File: config.mk
export PLATFORM = sky130hd
export DESIGN_NAME = mtrap_unit
export DESIGN_NICKNAME = d
export VERILOG_FILES = /design/src/rtl/mtrap_pkg.sv /design/src/rtl/mtrap_prio.sv /design/src/rtl/mtrap_vec.sv /design/src/rtl/mtrap_csr.sv /design/src/rtl/mtrap_unit.sv
export SDC_FILE = /design/constraint.sdc
export NUM_CORES = 1
export LEC_CHECK = 0
export BUFFER_PORTS_ARGS = -buffer_cell sky130_fd_sc_hd__buf_2
export CAP_MARGIN = 0
export CORE_MARGIN = 3
export CORE_UTILIZATION = 48
export CTS_CLUSTER_SIZE = 28
export DETAILED_ROUTE_END_ITERATION = 10
export GPL_TIMING_DRIVEN = 1
export PLACE_DENSITY = 0.84
export SLEW_MARGIN = 15
export SYNTH_ARGS = -nofsm -noshare
export SYNTH_HDL_FRONTEND = slang
export SYNTH_SLANG_ARGS = --single-unit
File: constraint.sdc
create_clock -name clk_i -period 2.45 [get_ports clk_i]
set_clock_uncertainty 0.15 [all_clocks]
set_input_delay 0.3675 -clock clk_i [delete_from_list [all_inputs] [get_ports clk_i]]
set_output_delay 0.3675 -clock clk_i [all_outputs]
set_load 0.05 [all_outputs]
File: src/rtl/mtrap_pkg.sv
package mtrap_pkg;

    localparam int unsigned EXC_N = 11;

    typedef enum logic [1:0] {
        ST_IDLE = 2'd0,
        ST_TRAP = 2'd1,
        ST_RET  = 2'd2
    } redir_state_e;

    typedef enum logic [1:0] {
        SEL_VEC    = 2'd0,
        SEL_EPC    = 2'd1,
        SEL_STATUS = 2'd2
    } csr_sel_e;

    localparam int unsigned EN_BIT      = 3;
    localparam int unsigned SAVED_EN_BIT = 7;
    localparam logic [1:0]  MODE_VECTOR = 2'd1;

    // Cause code for each exception request index; index 0 ranks highest.
    function automatic logic [7:0] exc_code_of(input int unsigned idx);
        logic [7:0] c;
        unique case (idx)
            0:       c = 8'd3;   // fetch address breakpoint
            1:       c = 8'd1;   // fetch access fault
            2:       c = 8'd49;  // fetch parity fault
            3:       c = 8'd48;  // fetch bus fault
            4:       c = 8'd2;   // illegal instruction
            5:       c = 8'd8;   // user environment call
            6:       c = 8'd11;  // machine environment call
            7:       c = 8'd3;   // environment break
            8:       c = 8'd3;   // data address breakpoint
            9:       c = 8'd7;   // store access fault
            default: c = 8'd5;   // load access fault
        endcase
        return c;
    endfunction

endpackage

File: src/rtl/mtrap_prio.sv
module mtrap_prio
    import mtrap_pkg::*;
#(
    parameter int unsigned N      = EXC_N,
    parameter int unsigned CODE_W = 8
) (
    input  logic [N-1:0]      req_i,
    output logic              any_o,
    output logic [N-1:0]      grant_o,
    output logic [CODE_W-1:0] code_o
);

    always_comb begin
        logic found;
        found   = 1'b0;
        grant_o = '0;
        for (int unsigned i = 0; i < N; i++) begin
            if (req_i[i] && !found) begin
                grant_o[i] = 1'b1;
                found      = 1'b1;
            end
        end
    end

    always_comb begin
        code_o = '0;
        for (int unsigned i = 0; i < N; i++) begin
            if (grant_o[i]) begin
                code_o = CODE_W'(exc_code_of(i));
            end
        end
    end

    assign any_o = |req_i;

endmodule

File: src/rtl/mtrap_vec.sv
module mtrap_vec
    import mtrap_pkg::*;
#(
    parameter int unsigned XLEN   = 32,
    parameter int unsigned CODE_W = 8
) (
    input  logic [XLEN-1:0]   base_i,
    input  logic [1:0]        mode_i,
    input  logic              is_irq_i,
    input  logic [CODE_W-1:0] code_i,
    output logic [XLEN-1:0]   target_o
);

    localparam int unsigned OFF_W = CODE_W + 2;

    logic [OFF_W-1:0] offset;
    logic             use_offset;

    assign offset     = {code_i, 2'b00};
    assign use_offset = is_irq_i && (mode_i == MODE_VECTOR);

    always_comb begin
        if (use_offset) begin
            target_o = base_i + XLEN'(offset);
        end else begin
            target_o = base_i;
        end
    end

endmodule

File: src/rtl/mtrap_csr.sv
module mtrap_csr
    import mtrap_pkg::*;
#(
    parameter int unsigned XLEN    = 32,
    parameter int unsigned CODE_W  = 8,
    parameter int unsigned ALIGN_W = 8
) (
    input  logic              clk_i,
    input  logic              rst_ni,
    input  logic              trap_fire_i,
    input  logic [XLEN-1:0]   trap_pc_i,
    input  logic              trap_irq_i,
    input  logic [CODE_W-1:0] trap_code_i,
    input  logic              mret_fire_i,
    input  logic              csr_we_i,
    input  logic [1:0]        csr_sel_i,
    input  logic [XLEN-1:0]   csr_wdata_i,
    output logic [XLEN-1:0]   mepc_o,
    output logic [XLEN-1:0]   mcause_o,
    output logic [XLEN-1:0]   vec_base_o,
    output logic [1:0]        vec_mode_o,
    output logic              mie_o,
    output logic              mpie_o
);

    localparam int unsigned PAD_W = XLEN - 1 - CODE_W;

    logic [XLEN-1:ALIGN_W] base_q;
    logic [1:0]            mode_q;
    logic [XLEN-1:0]       epc_q;
    logic [XLEN-1:0]       cause_q;
    logic                  en_q;
    logic                  saved_en_q;

    always_ff @(posedge clk_i or negedge rst_ni) begin
        if (!rst_ni) begin
            base_q     <= '0;
            mode_q     <= '0;
            epc_q      <= '0;
            cause_q    <= '0;
            en_q       <= 1'b0;
            saved_en_q <= 1'b0;
        end else if (trap_fire_i) begin
            epc_q      <= trap_pc_i;
            cause_q    <= {trap_irq_i, {PAD_W{1'b0}}, trap_code_i};
            saved_en_q <= en_q;
            en_q       <= 1'b0;
        end else if (mret_fire_i) begin
            en_q       <= saved_en_q;
            saved_en_q <= 1'b1;
        end else if (csr_we_i) begin
            unique case (csr_sel_e'(csr_sel_i))
                SEL_VEC: begin
                    base_q <= csr_wdata_i[XLEN-1:ALIGN_W];
                    mode_q <= csr_wdata_i[1:0];
                end
                SEL_EPC: begin
                    epc_q <= csr_wdata_i;
                end
                SEL_STATUS: begin
                    en_q       <= csr_wdata_i[EN_BIT];
                    saved_en_q <= csr_wdata_i[SAVED_EN_BIT];
                end
                default: ;
            endcase
        end
    end

    assign mepc_o     = epc_q;
    assign mcause_o   = cause_q;
    assign vec_base_o = {base_q, {ALIGN_W{1'b0}}};
    assign vec_mode_o = mode_q;
    assign mie_o      = en_q;
    assign mpie_o     = saved_en_q;

    assert_trap_entry_R2: assert property (@(posedge clk_i) disable iff (!rst_ni)
        trap_fire_i |=> (!en_q && saved_en_q == $past(en_q) && epc_q == $past(trap_pc_i)));

    assert_return_restore_R7: assert property (@(posedge clk_i) disable iff (!rst_ni)
        mret_fire_i |=> (saved_en_q && en_q == $past(saved_en_q)));

    assert_write_dropped_R10: assert property (@(posedge clk_i) disable iff (!rst_ni)
        (csr_we_i && mret_fire_i) |=> ($stable(base_q) && $stable(mode_q) && $stable(epc_q)));

endmodule

File: src/rtl/mtrap_unit.sv
module mtrap_unit
    import mtrap_pkg::*;
#(
    parameter int unsigned XLEN    = 32,
    parameter int unsigned CODE_W  = 8,
    parameter int unsigned ALIGN_W = 8
) (
    input  logic              clk_i,
    input  logic              rst_ni,
    input  logic              trap_valid_i,
    input  logic [XLEN-1:0]   trap_pc_i,
    input  logic              trap_is_irq_i,
    input  logic [CODE_W-1:0] trap_irq_code_i,
    input  logic [EXC_N-1:0]  exc_req_i,
    input  logic              mret_i,
    input  logic              csr_we_i,
    input  logic [1:0]        csr_sel_i,
    input  logic [XLEN-1:0]   csr_wdata_i,
    output logic              redirect_valid_o,
    output logic [XLEN-1:0]   redirect_pc_o,
    output logic [XLEN-1:0]   mepc_o,
    output logic [XLEN-1:0]   mcause_o,
    output logic [XLEN-1:0]   mtvec_o,
    output logic              mie_o,
    output logic              mpie_o
);

    logic              exc_any;
    logic [EXC_N-1:0]  exc_grant;
    logic [CODE_W-1:0] exc_code;
    logic              trap_fire;
    logic              mret_fire;
    logic [CODE_W-1:0] cause_code;
    logic [XLEN-1:0]   vec_base;
    logic [1:0]        vec_mode;
    logic [XLEN-1:0]   trap_target;

    redir_state_e    state_q, state_d;
    logic [XLEN-1:0] target_q, target_d;

    mtrap_prio #(.N(EXC_N), .CODE_W(CODE_W)) prio_i (
        .req_i   (exc_req_i),
        .any_o   (exc_any),
        .grant_o (exc_grant),
        .code_o  (exc_code)
    );

    assign trap_fire  = trap_valid_i && (trap_is_irq_i || exc_any);
    assign mret_fire  = mret_i && !trap_fire;
    assign cause_code = trap_is_irq_i ? trap_irq_code_i : exc_code;

    mtrap_csr #(.XLEN(XLEN), .CODE_W(CODE_W), .ALIGN_W(ALIGN_W)) csr_i (
        .clk_i       (clk_i),
        .rst_ni      (rst_ni),
        .trap_fire_i (trap_fire),
        .trap_pc_i   (trap_pc_i),
        .trap_irq_i  (trap_is_irq_i),
        .trap_code_i (cause_code),
        .mret_fire_i (mret_fire),
        .csr_we_i    (csr_we_i),
        .csr_sel_i   (csr_sel_i),
        .csr_wdata_i (csr_wdata_i),
        .mepc_o      (mepc_o),
        .mcause_o    (mcause_o),
        .vec_base_o  (vec_base),
        .vec_mode_o  (vec_mode),
        .mie_o       (mie_o),
        .mpie_o      (mpie_o)
    );

    mtrap_vec #(.XLEN(XLEN), .CODE_W(CODE_W)) vec_i (
        .base_i   (vec_base),
        .mode_i   (vec_mode),
        .is_irq_i (trap_is_irq_i),
        .code_i   (cause_code),
        .target_o (trap_target)
    );

    assign mtvec_o = {vec_base[XLEN-1:2], vec_mode};

    // Next-state logic: TAKE, RETURN, QUIET.
    always_comb begin
        state_d  = ST_IDLE;
        target_d = target_q;
        if (trap_fire) begin
            state_d  = ST_TRAP;
            target_d = trap_target;
        end else if (mret_i) begin
            state_d  = ST_RET;
            target_d = mepc_o;
        end
    end

    always_ff @(posedge clk_i or negedge rst_ni) begin
        if (!rst_ni) begin
            state_q  <= ST_IDLE;
            target_q <= '0;
        end else begin
            state_q  <= state_d;
            target_q <= target_d;
        end
    end

    always_comb begin
        redirect_valid_o = 1'b0;
        redirect_pc_o    = target_q;
        unique case (state_q)
            ST_IDLE: redirect_valid_o = 1'b0;
            ST_TRAP: redirect_valid_o = 1'b1;
            ST_RET:  redirect_valid_o = 1'b1;
            default: redirect_valid_o = 1'b0;
        endcase
    end

    assert_grant_onehot_R8: assert property (@(posedge clk_i) disable iff (!rst_ni)
        exc_any |-> $onehot(exc_grant));

    assert_exc_to_base_R3: assert property (@(posedge clk_i) disable iff (!rst_ni)
        (state_q == ST_TRAP && !mcause_o[XLEN-1]) |-> (redirect_pc_o == vec_base));

    assert_return_target_R7: assert property (@(posedge clk_i) disable iff (!rst_ni)
        (state_q == ST_RET) |-> (redirect_pc_o == mepc_o));

    assert_pulse_origin_R12: assert property (@(posedge clk_i) disable iff (!rst_ni)
        (trap_fire || mret_i) |=> redirect_valid_o);

    assert_trap_wins_R9: assert property (@(posedge clk_i) disable iff (!rst_ni)
        (trap_fire && mret_i) |=> (state_q == ST_TRAP && !mie_o));

    assert_idle_when_quiet_R11: assert property (@(posedge clk_i) disable iff (!rst_ni)
        (!trap_fire && !mret_i) |=> !redirect_valid_o);

endmodule

==> out/qor.txt <==
Slew Limit Fails: 0
Sequential Power Share: 42.7%
Critical-path top delay cell: nor4_2
Least-Margin Pin Slew: 0.683 ns
Clock share of power: 20.6%
DR iter-0 viols: 293
Final Hold Fails: 0
Die X: 111 microns
Internal power: 0.00290 W
Drt pass-1 iters: 4
Net Sw Power: 0.00224 W
Most common cell in the synthesized netlist: dfrtp_1
CTS tree: yes
Total Power: 0.00514 W
ANT cells: 0
Synth Instances: 516
Max-Cap Viols: 0
Vias per cell: 5.38
Largest net degree at the start of global routing: 104
Detailed placement HPWL: 10.9 mm
Synth top cells by count: 103 x dfrtp_1, 58 x nand2_1, 42 x o21ai_0
Total Die Area: 12300 sq um
Critical path class: reg -> reg
Critical path capture point type: flop
Area Growth Syn to Fin: 23.5%
Num rows: 37
Vias in the first global route: 4606
Synth top area share: 48.7%
Initial core utilization: 50.4%
Leakage: 3.10 nW
P per Cell Area: 786 nW/um^2
Clock transition at the registers of the reported paths: 0.11 ns
Max clock buf depth: 2
Hold_ws: 0.0430 ns
Setup bufs post-CTS: 0
Status: finished clean
Clock Root Buffer: clkbuf_8
Yosys warnings: 0
Total CTS buffers: 9
Startpoint types: flop
Area of placed instances: 6340 sq um
DR WL met2: 7.08 mm
Detailed-route DRC error count: 0
Combinational share of power: 36.7%
Worst hold path type: in -> reg
Vias: 4560
Antenna Nets Post-Route: 0
I/O pins: 222
Arr. time, crit path: 2.35 ns
Min cycle time layout: 2.26 ns
Clock sinks: 103
Final setup fails: 0
Peak Freq: 0.442 GHz
Final Non-Filler Cells: 847
Die H: 111 microns
Met3 WL post-DR: 916 microns
Seq/Total Area, Yosys: 48.7%
Final worst slack: 0.190 ns
Inst Count DP: 830
Initial antenna violation count: 0
Mapped Area: 5300 sq um
Post-synth EDFFs: 0
Max Used Layer: met4
Final period utilization: 92.3%
Fraction of registers with async set/reset: 100%
Area leader, netlist: dfrtp_1
Grt total ovfl: 0
Post-CTS resize count: 0
Worst path cell trace: ha_1 > fa_1 > nand3_1 > nor4_2 > nand4_1 > xor2_1 > a21oi_1
Dominant synthesized flop cell: dfrtp_1
WL per Instance: 17.2 microns
H-Tree Depth: 3
Dpl ws: -0.00279 ns
First-pass GRT wire length: 23.8 mm
Layout cells sized above 1: 36.4%
Critical Path RT: 2.54 ns
Unrepaired setup endpoints after global routing: false
Routability Congestion: 0.874
Library cells used by synthesis: 46
Number of synthesized register bits: 103
Clock latency on the worst-skew pair: 0.37 ns
Critical path peak fanout: 6
Switching share of power: 43.5%
Port Buffer Count: 192
Final wirelength: 14.5 mm
Maximum VDD drop: 0.467 mV
Metal-1 WL: 6.22 mm
Syn Area/Cell: 10.3 sq um
Slew headroom: 54.1%
Overall Global Routing Usage: 23.5%
Post-route cell area: 6540 sq um
Total Nets Final: 800
Ranking of synthesized cells by area: dfrtp_1 49%, mux2i_1 7.8%, mux2_2 5.5%, buf_4 4.1%, nand2_1 4.1%
CP peak stage delay: 0.53 ns
Core ar.: 10500 sq um
-- final timing paths --
kind                              startpoint           endpoint  slack [ns]  cells past startpoint
min                            trap_pc_i[15]   csr_i.mepc_o[15]        0.04                      3
max                          csr_i.base_q[8]  redirect_pc_o[24]        0.19                      7
max in group asynchronous             rst_ni   csr_i.base_q[24]        1.29                      3
min in group asynchronous             rst_ni   csr_i.mepc_o[10]        0.44                      3
min reg2reg                csr_i.mcause_o[4]  csr_i.mcause_o[4]        0.33                      2
max reg2reg                  csr_i.base_q[8]  redirect_pc_o[24]        0.19                      7
-- layer usage --
metal	GRT usage [%]	up-vias
met2	39.2	179
met5	0	-
met1	31.0	2212
met4	8.35	0
met3	4.26	26
li1	-	2143
-- worst max-delay path: cells and delay by family, from the launching register on --
| family | cells | cell delay, ns |
|---|---|---|
| adders and majority gates | 2 | 0.44 |
| DFF | 1 | 0.41 |
| and+or+nand+nor | 3 | 0.86 |
| xor gates and xnor gates | 1 | 0.19 |
| AOI/OAI and AO/OA | 1 | 0.08 |
-- kinds of logic after synthesis --
logic type,share of synthesized area [%]
mux,13.3
flops,48.7
compound gates,11.7
buf+inv,6.90
other cells,0.0708
fa+ha+maj,0.851
simple gates,14.7
xor+xnor,3.80
-- layout make-up --
type / count / area (sq um)
Timing Repair Buffer: 210 / 1130
Sequential cell: 103 / 2580
Tap cell: 136 / 170
Fill cell: 890 / 3970
Multi-Input combinational cell: 378 / 2460
Clock inverter: 6 / 61.3
Inverter: 4 / 16.3
Clock buffer: 10 / 128
-- flip-flops by register name (all words and copies together) (netlist names) --
register          count
csr_i.mcause_o        9
redirect_pc_o        32
csr_i.mepc_o         32
csr_i.vec_mode_o      2
csr_i.mpie_o          1
csr_i.base_q         24
state_q               2
csr_i.mie_o           1
-- layout by cell type, fill, tap and decap left out, drive strengths merged, types with 3 or more instances in the layout --
master,n
inv,3
o22ai,4
o21ai,42
nand2,59
conb,29
nor2b,23
a211oi,23
xor2,20
mux2i,41
nand4,13
nor2,15
a31oi,3
mux2,26
nor4,4
clkinv,5
buf,209
nor3,9
clkbuf,10
nand3,10
a21oi,25
and2,7
xnor2,3
dfrtp,103
-- metrics by stage --
| step | utilization (%) | TNS, ns |
|---|---|---|
| after floorplan | - | 0 |
| after global placement | 60.4 | 0 |
| after detailed placement | 60.4 | -0.00279 |
| after CTS | 62.2 | 0 |
| after global routing | 62.2 | 0 |
| final | 62.2 | 0 |
-- power groups by stage --
stage	Combinational [W]	Clock, W	Sequential (W)
after floorplan	0.000578	0	0.00300
after global placement	0.00186	0	0.00220
after detailed placement	0.00189	0	0.00222
after CTS	0.00190	0.00108	0.00219
after global routing	0.00199	0.00115	0.00223
final	0.00189	0.00106	0.00219
-- timing repair --
action                                  in CTS  in global routing
endpoints found under the setup margin       0                  0
hold buffers                                 1                  0
endpoints found under the hold margin      103                  0
No activity file was read; power rests on OpenSTA's default activity.
